[config.mk]
export PLATFORM = sky130hd
export DESIGN_NAME = idreg_bank
export DESIGN_NICKNAME = d
export VERILOG_FILES = /design/src/rtl/idreg_pkg.sv /design/src/rtl/idreg_rom.sv /design/src/rtl/idreg_resp_reg.sv /design/src/rtl/idreg_feature_probe.sv /design/src/rtl/idreg_bank.sv
export SDC_FILE = /design/constraint.sdc
export NUM_CORES = 1
export LEC_CHECK = 0
export ABC_AREA = 1
export CAP_MARGIN = 15
export CELL_PAD_IN_SITES_DETAIL_PLACEMENT = 0
export CELL_PAD_IN_SITES_GLOBAL_PLACEMENT = 2
export CORE_MARGIN = 10
export CORE_UTILIZATION = 26
export CTS_CLUSTER_DIAMETER = 50
export DETAILED_ROUTE_END_ITERATION = 16
export PLACE_DENSITY = 0.84
export SLEW_MARGIN = 0
export SYNTH_ARGS = -nofsm -noshare
export SYNTH_HDL_FRONTEND = slang
export SYNTH_HIERARCHICAL = 1
export SYNTH_SLANG_ARGS = --single-unit
[constraint.sdc]
create_clock -name clk -period 1.7 [get_ports clk]
set_clock_uncertainty 0.2 [all_clocks]
set_input_delay 0.51 -clock clk [delete_from_list [all_inputs] [get_ports clk]]
set_output_delay 0.51 -clock clk [all_outputs]
set_load 0.01 [all_outputs]
[src/rtl/idreg_pkg.sv]
package idreg_pkg;

  localparam int WORD_W  = 64;
  localparam int IDX_W   = 8;
  localparam int TF_W    = 5;
  localparam int FIX_TOP = 4;

  localparam logic [WORD_W-1:0] FEAT_KEEP = 64'h0000_0003_0000_000F;

  // Left-justify a right-justified literal so character 0 lands in byte 0.
  function automatic logic [127:0] pack_vendor(input logic [127:0] lit);
    logic [127:0] o;
    int           k;
    bit           started;
    o       = '0;
    k       = 0;
    started = 1'b0;
    for (int j = 15; j >= 0; j--) begin
      if (lit[8*j +: 8] != 8'h00) started = 1'b1;
      if (started) begin
        o[8*k +: 8] = lit[8*j +: 8];
        k++;
      end
    end
    return o;
  endfunction

  function automatic logic [WORD_W-1:0] version_word(
      input logic [7:0] last, input logic [7:0] rev, input logic [7:0] mdl,
      input logic [7:0] fam, input logic [7:0] arch);
    return {24'h0, arch, fam, mdl, rev, last};
  endfunction

  function automatic logic [WORD_W-1:0] feature_word(
      input logic [31:0] lo, input logic [31:0] hi);
    return {hi, lo} & FEAT_KEEP;
  endfunction

  function automatic logic [WORD_W-1:0] var_word(
      input logic [31:0] tag, input logic [7:0] idx);
    return {tag, 24'h0, idx};
  endfunction

endpackage

[src/rtl/idreg_rom.sv]
module idreg_rom
  import idreg_pkg::*;
#(
  parameter int                LAST     = 4,
  parameter logic [127:0]      VENDOR   = '0,
  parameter logic [7:0]        REVISION = 8'h0,
  parameter logic [7:0]        MODEL    = 8'h0,
  parameter logic [7:0]        FAMILY   = 8'h0,
  parameter logic [7:0]        ARCH_REV = 8'h0,
  parameter logic [31:0]       FEAT_LO  = 32'h0,
  parameter logic [31:0]       FEAT_HI  = 32'h0,
  parameter logic [31:0]       VAR_TAG  = 32'h0
) (
  input  logic [IDX_W-1:0]  idx,
  output logic [WORD_W-1:0] word,
  output logic              out_of_range
);

  localparam int           NWORDS  = LAST + 1;
  localparam logic [127:0] VPACK   = pack_vendor(VENDOR);
  localparam logic [7:0]   LAST_B  = 8'(LAST);

  logic [WORD_W-1:0] bank [NWORDS];

  assign bank[0] = VPACK[63:0];
  assign bank[1] = VPACK[127:64];
  assign bank[2] = '0;
  assign bank[3] = version_word(LAST_B, REVISION, MODEL, FAMILY, ARCH_REV);
  assign bank[4] = feature_word(FEAT_LO, FEAT_HI);

  genvar g;
  generate
    for (g = FIX_TOP + 1; g < NWORDS; g++) begin : g_var
      assign bank[g] = var_word(VAR_TAG, 8'(g));
    end
  endgenerate

  assign out_of_range = (idx > LAST_B);

  always_comb begin
    word = '0;
    for (int i = 0; i < NWORDS; i++) begin
      if (idx == IDX_W'(i)) word = bank[i];
    end
  end

endmodule

[src/rtl/idreg_resp_reg.sv]
module idreg_resp_reg
  import idreg_pkg::*;
(
  input  logic              clk,
  input  logic              rst_n,
  input  logic              req,
  input  logic              fault_in,
  input  logic [WORD_W-1:0] word_in,
  input  logic              wr_req,
  output logic              valid,
  output logic              fault,
  output logic [WORD_W-1:0] data,
  output logic              wr_reject
);

  always_ff @(posedge clk or negedge rst_n) begin
    if (!rst_n) begin
      valid     <= 1'b0;
      fault     <= 1'b0;
      data      <= '0;
      wr_reject <= 1'b0;
    end else begin
      valid     <= req;
      fault     <= req & fault_in;
      data      <= (req && !fault_in) ? word_in : '0;
      wr_reject <= wr_req;
    end
  end

endmodule

[src/rtl/idreg_feature_probe.sv]
module idreg_feature_probe
  import idreg_pkg::*;
(
  input  logic [WORD_W-1:0] feat_word,
  input  logic [TF_W-1:0]   sel,
  output logic              hit
);

  logic [31:0] upper;
  assign upper = feat_word[WORD_W-1:32];
  assign hit   = upper[sel];

endmodule

[src/rtl/idreg_bank.sv]
module idreg_bank
  import idreg_pkg::*;
#(
  parameter int           LAST_IDX = 6,
  parameter logic [127:0] VENDOR   = "GenericCoreCo",
  parameter logic [7:0]   REVISION = 8'h02,
  parameter logic [7:0]   MODEL    = 8'h11,
  parameter logic [7:0]   FAMILY   = 8'h1F,
  parameter logic [7:0]   ARCH_REV = 8'h01,
  parameter logic [31:0]  FEAT_LO  = 32'h0000_000F,
  parameter logic [31:0]  FEAT_HI  = 32'h0000_0003,
  parameter logic [31:0]  VAR_TAG  = 32'h5EED_0000
) (
  input  logic        clk,
  input  logic        rst_n,
  input  logic        rd_req,
  input  logic [7:0]  rd_idx,
  input  logic        wr_req,
  output logic        rsp_valid,
  output logic [63:0] rsp_data,
  output logic        rsp_fault,
  output logic        wr_reject,
  input  logic [4:0]  tf_bit_sel,
  output logic        tf_hit
);

  localparam int LAST_LO  = (LAST_IDX < FIX_TOP) ? FIX_TOP : LAST_IDX;
  localparam int LAST_EFF = (LAST_LO > 255) ? 255 : LAST_LO;

  logic [WORD_W-1:0] lookup_word;
  logic              lookup_fault;
  logic [WORD_W-1:0] feat_word;

  assign feat_word = feature_word(FEAT_LO, FEAT_HI);

  idreg_rom #(
    .LAST(LAST_EFF), .VENDOR(VENDOR), .REVISION(REVISION), .MODEL(MODEL),
    .FAMILY(FAMILY), .ARCH_REV(ARCH_REV), .FEAT_LO(FEAT_LO),
    .FEAT_HI(FEAT_HI), .VAR_TAG(VAR_TAG)
  ) u_rom (
    .idx(rd_idx), .word(lookup_word), .out_of_range(lookup_fault)
  );

  idreg_resp_reg u_resp (
    .clk(clk), .rst_n(rst_n), .req(rd_req), .fault_in(lookup_fault),
    .word_in(lookup_word), .wr_req(wr_req), .valid(rsp_valid),
    .fault(rsp_fault), .data(rsp_data), .wr_reject(wr_reject)
  );

  idreg_feature_probe u_probe (
    .feat_word(feat_word), .sel(tf_bit_sel), .hit(tf_hit)
  );

endmodule

Word level (Yosys, flattened, before mapping):

Memory sizes are Yosys's and may differ from the RTL's.
Index checks and enable logic that the tools add are counted.

* bits of input ports: 17
* output and inout bits: 68
* memory bits (read-only): 32
* memories: 1
* logic and storage cells: 26
* bits in registers: 67

* bitwise gates (word level): 1
* reductions and logical operators: 3
* equality and inequality tests: 6
* muxes and demuxes: 9
* $lt $le $gt $ge: 2

Memories
* (no name shown): depth 32, width 1, read ports 1, clocked after Yosys merged registers in 0, wr ports 0, RTL line idreg_feature_probe.sv:11 `assign hit = upper[sel];`

Operators with widths (count)
* $mux W63: 8
* $eq A8 B3 Y1 const B: 3
* $eq A8 B2 Y1 const B: 2
* $eq A8 B1 Y1 const B: 1
* $gt A8 B3 Y1 const B: 1
* $logic_not A8 Y1: 1
* $lt A5 B6 Y1 const B: 1
* $and A1 B1 Y1: 1
* $logic_and A1 B1 Y1: 1
* $logic_not A1 Y1: 1
* $mux W1: 1

Logic depth before layout (Yosys ltp):

Gate-level depths: netlist of run 1.

* depth after elaboration: 9
* mapped depth: 11

By module:

The synthesis of run 1 kept the hierarchy.

Modules (own cells, without submodules)
* idreg_resp_reg: cells an instance 205, area an instance 2252.2 sq um, seq. area each 1676.6 sq um, instances 1
* idreg_rom: cells an instance 95, area an instance 598.1 sq um, seq. area each 0.0 sq um, instances 1
* idreg_feature_probe: cells an instance 78, area an instance 375.4 sq um, seq. area each 0.0 sq um, instances 1
* idreg_bank: cells an instance 2, area an instance 7.5 sq um, seq. area each 0.0 sq um, instances 1

Least setup slack after synthesis of run 1:

No wires, ideal clock.

* path type: in2out
* start: input tf_bit_sel[0]
* end: output tf_hit
* slack: -241 ps
* stages on the path: 11
* data arrival time: 1231 ps
* path buffers: 2
* cells stage by stage: buf_6 inv_6 buf_12 nand2_2 nand3_1 nand3_1 nand2_1 nand2_1 nand2_1 nand2_1 nand2_1

* cells in the longest elaborated chain, start to end: 2

RTL lines
* start: declaration: RTL line idreg_bank.sv:23 `input logic [4:0] tf_bit_sel,`
* $mem_v2 Z32 W1
* $mux W1 (not written as such): RTL line idreg_feature_probe.sv:11
* end: declaration: RTL line idreg_bank.sv:24 `output logic tf_hit`

No other way between the ends. The select of a mux whose other input is x is not followed.

Worst setup path in the final report of run 1:

* start: input tf_bit_sel[1]
* end: output tf_hit

The elaborated chain is that of the path after synthesis.

==> results of run 1 <==
==> cell families after synthesis <==
group           after synthesis  share of synthesized area
simple gates                168                     0.2307
buf+inv                     140                     0.2434
flops                        67                     0.5186
other cells                   3                   0.003483
compound gates                2                   0.003869
==> flip-flops by register name, summed over array words and instances (netlist names) <==
signal / flops
u_resp/valid: 1
u_resp/data: 64
u_resp/fault: 1
u_resp/wr_reject: 1
==> final timing paths <==
| kind | startpoint | end | slack [ps] | cells after the start |
|---|---|---|---|---|
| max | tf_bit_sel[1] | tf_hit | -320 | 11 |
| min in group clk | wr_req | u_resp/wr_reject$_DFF_PN0_ | 440 | 1 |
| min | rst_n | u_resp/data[28]$_DFF_PN0_ | -0.7 | 2 |
| max in group asynchronous | rst_n | u_resp/data[53]$_DFF_PN0_ | 1020 | 2 |
==> cells in the final DEF (no fill, tap or decap), types with 11 or more instances in the layout <==
master and count:
buf_4 23, nor2_1 57, conb_1 46, nand2_2 14, nand3_2 21, dlygate4sd2_1 22
dfrtp_1 67, clkdlybuf4s15_1 50, nand3_1 11, inv_1 73, nand2_1 45
==> cell usage after synthesis (all sizes together) <==
cell type	number	area share
inv	81	0.096
nor2	75	0.099
dfrtp	67	0.52
nand2	60	0.079
buf	58	0.14
nand3	32	0.051
conb	3	0.0035
clkbuf	1	0.0043
nand4	1	0.0019
o211ai	1	0.0023
o21ai	1	0.0015
==> per-stage QoR <==
stage | worst slack, ps | instance area (um2) | TNS (ps) | hold slack (ps) | power [mW]
2_1_floorplan | -89.36 | 3452 | -89.36 | 14.41 | 1.806
3_3_place_gp | -1183 | 4245 | -23470 | 353.9 | 1.899
3_5_place_dp | -1199 | 4245 | -25370 | 360.0 | 1.902
4_1_cts | -327.7 | 4947 | -327.7 | 13.20 | 4.097
5_1_grt | -406.8 | 4966 | -406.8 | 26.43 | 4.222
6_report | -323.5 | 4971 | -323.5 | -0.6800 | 4.039
==> what timing repair did <==
| action | CTS | global route |
|---|---|---|
| pin swaps | 31 | 5 |
| setup endpoints to repair | 118 | 72 |
| setup buffers | 13 | 0 |
| gates resized for setup | 163 | 47 |
| cloned | 5 | 0 |
==> routing by layer <==
layer	global-route usage	wire [um]
met1	0.1014	3266
met2	0.1513	3697
met3	0.04116	541
met4	0.04017	93
met5	0	0
==> report_power, final <==
part / total (mW) / leakage (nW) / switching [mW] / internal (mW)
sequential: 1.60 / 0.929 / 0.00180 / 1.60
combinational: 0.303 / 1.38 / 0.178 / 0.125
clock: 2.13 / 0.169 / 0.660 / 1.47
total: 4.04 / 2.47 / 0.840 / 3.20
==> critical path: stages <==
cell and delay [ps]:
buf_6 100, buf_6 130, clkinv_8 70, nand3_2 60, nand3_2 60, nand2_1 60, nand2_1 50, nand2_1 40
nand2_1 60, nand2_2 50, buf_6 110
==> cell type report <==
type	instances	area, um2
diodes	3	7.507
clock buffers	10	239.0
clock inverters	6	111.4
fillers	1231	7141
inverters	81	326.6
multi-input cells	216	1109
flip-flops and latches	67	1677
well taps	168	210.2
repair buffers	127	1291
==> results.md, run 1 <==
- Status: finished, violations left
- Failing checks: hold timing, setup timing
- Crit path DAT: 1310 ps
- RSZ-0062 raised after global routing: true
- Worst hold path type: input port to async pin
- Netlist cell types: 21
- Final hold vios: 6
- Max-cap violations: 0
- Non-Filler Instances: 678
- Die height: around 130 um
- Leakage power: roughly 2.5 nW
- Tmin final: around 2000 ps
- Final setup fails: 1
- Hold bufs inserted after CTS: 0
- Startpoint types: input port
- Avg Inst Size Synth: 8.508 um2
- Die ar.: approximately 17000 um2
- DRC Markers: 0
- Initial core utilization: 0.2669
- # H-tree levels: 3
- Layout area overhead: 53.75%
- Pin count of the biggest net entering global routing: between 60 and 70
- Standard-cell row count: 40
- Yosys warns: 6
- Total GRT Usage: 0.09234
- Longest Clk Path Bufs: 2
- Crit path capture type: output pin
- ANT nets after route: 0
- Fraction of layout instances using a drive strength above 1: 0.2584
- Num CTS Buffers: 9
- Number of antenna violations at the first check in global routing: 3
- GPL Wtd Cong: approximately 0.8
- Core region area: 12110 um2
- Final HPWL DP: 5202 um
- WL/cell: 11.21 um
- Post-Synthesis Cells: 380
- CTS tree: yes
- Final core utilization: 0.4104
- Yosys reg bits: 67
- Max Fclk: just under 0.5 GHz
- # nets final: 519
- First-pass iteration count of the detailed router: 4
- Clk root buf: clkbuf_16
- Number of global-route vias before repair: 2574
- Total grt overflow: 0
- WP data required: 990 ps
- First-pass GRT wire length: 12840 um
- Post-Synthesis Cell Area: between 3000 and 4000 um2
- Via count: approximately 2400
- Hold slack final: -0.6800 ps
- Sequential area share after synthesis: 0.5186
- Vias/cell: 3.574
- Max-slew violations: 0
- Iteration-0 DRC Markers: 80
- I/O Buffers: 84
- Final worst slack: -323.5 ps
- Power per cell area: 812.6 nW/um2
- Clk sink count: 67
- Total routed wirelength: approximately 7600 um
- Post-Place Cells: 643
- Top Ports: 85
- Crit path max fanout: 8
- Clock-pin slew on the worst setup and hold paths: 50 ps
- Type of the worst setup path: input port to output pin
- Die span in x: about 130 um
- Max IR drop VDD: 429.8 uV
- Final period util: 1.190
Power figures use the tool's default switching activity.
==> run 2: changes to the inputs <==
--- a/config.mk
+++ b/config.mk
@@ -5,15 +5,14 @@
 export SDC_FILE = /design/constraint.sdc
 export NUM_CORES = 1
 export LEC_CHECK = 0
-export ABC_AREA = 1
 export CAP_MARGIN = 15
 export CELL_PAD_IN_SITES_DETAIL_PLACEMENT = 0
 export CELL_PAD_IN_SITES_GLOBAL_PLACEMENT = 2
 export CORE_MARGIN = 10
-export CORE_UTILIZATION = 26
+export CORE_UTILIZATION = 30
 export CTS_CLUSTER_DIAMETER = 50
 export DETAILED_ROUTE_END_ITERATION = 16
-export PLACE_DENSITY = 0.84
+export PLACE_DENSITY = 0.86
 export SLEW_MARGIN = 0
 export SYNTH_ARGS = -nofsm -noshare
 export SYNTH_HDL_FRONTEND = slang
==> run 2 against run 1 <==
Compared with the run above:
- the flow finishes with violations (setup timing)
- critical path depth decreased by 4
- cell count decreased by 23%
- total power decreased by 18%
- core utilization increased by 0.065 points
- sequential power about the same
- routed wire length decreased by 4.4%
- critical endpoint unchanged
- highest routed layer unchanged
==> results.md, run 2 <==
- Max-cap violations: 0 (unchanged)
- First-pass GRT wire length: 12030 um (-6.3%)
- Final HPWL DP: 4916 um (-5.5%)
- # H-tree levels: 3 (unchanged)
- Final setup fails: 1 (unchanged)
- Pin count of the biggest net entering global routing: 67 (-1.5%)
- Crit path max fanout: 4 (-4)
- Layout area overhead: 34.42%
- Crit path capture type: output pin
- CTS tree: yes
- Initial core utilization: 0.3058 (+0.03888)
- Die ar.: 15600 um2 (-9.8%)
- Clock-pin slew on the worst setup and hold paths: 70 ps (+20 ps)
- Type of the worst setup path: input port to output pin
- Placed instance area: 4161 um2 (-2.0%)
- GPL Wtd Cong: 0.8035 (+0.25%)
- WP data required: 990 ps (about the same)
- Largest area contributor in the netlist: dfrtp_1
- Crit path DAT: 1520 ps (+210 ps)
- Synth async-reset ratio: 1.000 (unchanged)
- Tmin final: 2229 ps (+205.2 ps)
- Most common library cells after synthesis: dfrtp_1, and3b_1, buf_4, mux2i_1, buf_6
- Commonest non-fill, non-tap cell in the layout: dfrtp_1
- Core region area: 10790 um2 (-11%)
- # nets final: 393 (-24%)
- Main area contributors after synthesis: dfrtp_1, and3b_1, buf_4
- Die span in x: 124.9 um (-5.0%)
- Max_slew headroom: 0.4155
- Num CTS Buffers: 9 (unchanged)
- Count of flip-flops with a built-in enable after synthesis: 0 (unchanged)
- Netlist cell types: 31 (+48%)
- Most frequent cells in the layout: dfrtp_1, and3b_1, clkdlybuf4s15_1, conb_1, buf_4
- Status: finished, violations left
- Logic gate share of total power: 0.090 (+0.015)
- Ys flop type: dfrtp_1
- Total routed wirelength: 7260 um (-4.4%)
- Failing checks: setup timing
- ANT cells: 0 (-3)
- Final hold vios: 0 (-6)
- Total grt overflow: 0 (unchanged)
- Sequential area share after synthesis: 0.5080 (-0.01062)
- Final core utilization: 0.4111 (+0.0006490)
- Vias/cell: 4.121 (+15%)
- First-pass iteration count of the detailed router: 4 (unchanged)
- Max-slew violations: 0 (unchanged)
- Max IR drop VDD: 405.8 uV (-5.6%)
- Clk root buf: clkbuf_8
- Clock Power Share: 0.428 (-0.100)
- Final period util: 1.311 (+0.1207)
- Die height: 124.9 um (-5.0%)
- Net Sw Frac: 0.2316 (+0.02369)
- Total power: 3.320 mW (-18%)
- Biggest register: u_resp/data
- Seq pwr share: 0.482 (+0.085)
- Power per cell area: 748.2 nW/um2 (-7.9%)
- Startpoint types: input port
- I/O Buffers: 84 (unchanged)
- Post-route cell area: 4437 um2 (-11%)
- ANT nets after route: 0 (unchanged)
- Fraction of layout instances using a drive strength above 1: 0.2572 (-0.001165)
- Hold slack final: 436.1 ps (+436.7 ps)
- Final worst slack: -528.7 ps (-205.2 ps)
- Yosys reg bits: 67 (unchanged)
- Crit path launch: tf_bit_sel[0]
- Most common cell in the netlist: dfrtp_1
- Top Ports: 85 (unchanged)
- NetSw: 768.7 uW (-8.5%)
- Leakage power: 2.533 nW (+2.4%)
- Standard-cell row count: 38 (-5.0%)
- Worst hold path type: input port to async pin
- Total GRT Usage: 0.09444 (+0.002102)
- Via count: 2147 (-11%)
- Avg Inst Size Synth: 12.09 um2 (+42%)
- Post-Synthesis Cells: 273 (-28%)
- Clk sink count: 67 (unchanged)
- Post-Place Setup Slack: -1376 ps (-176.4 ps)
- Post-synth top area share: 0.5080 (-0.01062)
- Max reg flops: 64 (unchanged)
- Iteration-0 DRC Markers: 103 (+29%)
- Longest Clk Path Bufs: 2 (unchanged)
- Number of global-route vias before repair: 2258 (-12%)
- Number of antenna violations at the first check in global routing: 0 (-3)
- Post-Synthesis Cell Area: 3301 um2 (+2.1%)
- Worst-margin pin slew: 876.8 ps
- Yosys warns: 6 (unchanged)
- DRC Markers: 0 (unchanged)
- WL/cell: 13.93 um (+24%)
- RSZ-0062 raised after global routing: true
- Internal power: 2.551 mW (-20%)
- Max Fclk: 0.4487 GHz (-9.2%)
[run 2: stage by stage]
step | setup TNS [ps] | std cells
2_1_floorplan | -1931 | 316
3_3_place_gp | -30950 | 495
3_5_place_dp | -31260 | 495
4_1_cts | -527.5 | 519
5_1_grt | -592.5 | 521
6_report | -528.7 | 521
[run 2: logic make-up (layout without fill, tap and decap cells)]
| family | after synthesis | in the layout | share of synthesized area |
|---|---|---|---|
| AO/OA/AOI/OAI | 15 | 18 | 0.03146 |
| multiplexers | 16 | 16 | 0.04852 |
| buffers and inverters | 69 | 131 | 0.1683 |
| AND/OR/NAND/NOR | 100 | 100 | 0.2324 |
| other | 3 | 46 | 0.003411 |
| XOR/XNOR | 3 | 3 | 0.007962 |
| flip-flops | 67 | 67 | 0.5080 |
[run 2: layout make-up]
type	instances	area [um2]
Multi-Input combinational cell	183	1389
Clock inverter	7	91.34
Tap cell	140	175.2
Timing Repair Buffer	115	980.9
Sequential cell	67	1677
Fill cell	1034	6356
Clock buffer	9	123.9
[run 2: routing by layer]
layer / part of all wire / vias to the layer above / GRT usage
li1: - / 1051 / -
met1: 0.42 / 1025 / 0.1048
met2: 0.49 / 63 / 0.1576
met3: 0.072 / 8 / 0.03660
met4: 0.013 / 0 / 0.04065
met5: 0 / - / 0
[run 2: critical path: stages]
cell,delay [ps]
buf_6,100
and2b_2,220
a22oi_2,190
nand4b_1,130
a21oi_1,130
a311o_1,110
buf_2,130
[run 2: power by group through the flow]
stage	combinational [mW]	clock, mW	sequential (mW)
6_report	0.299	1.42	1.60
5_1_grt	0.338	1.55	1.60
4_1_cts	0.294	1.47	1.60
3_5_place_dp	0.279	0	1.63
3_3_place_gp	0.274	0	1.63
2_1_floorplan	0.181	0	1.63
[run 2: worst paths after layout]
check / end / slack, ps / cells past startpoint
max: tf_hit / -530 / 7
min: u_resp/data[58]$_DFF_PN0_ / 440 / 2
max in group asynchronous: u_resp/data[4]$_DFF_PN0_ / 400 / 3
min in group clk: u_resp/wr_reject$_DFF_PN0_ / 450 / 1
[run 2: repair_timing]
action,in CTS,in global routing
resized for setup,181,34
setup endpoints to repair,119,62
hold endpoints to repair,13,0
gates cloned,3,0
setup buffers,4,2
hold buffers,1,0
pin swaps,14,6
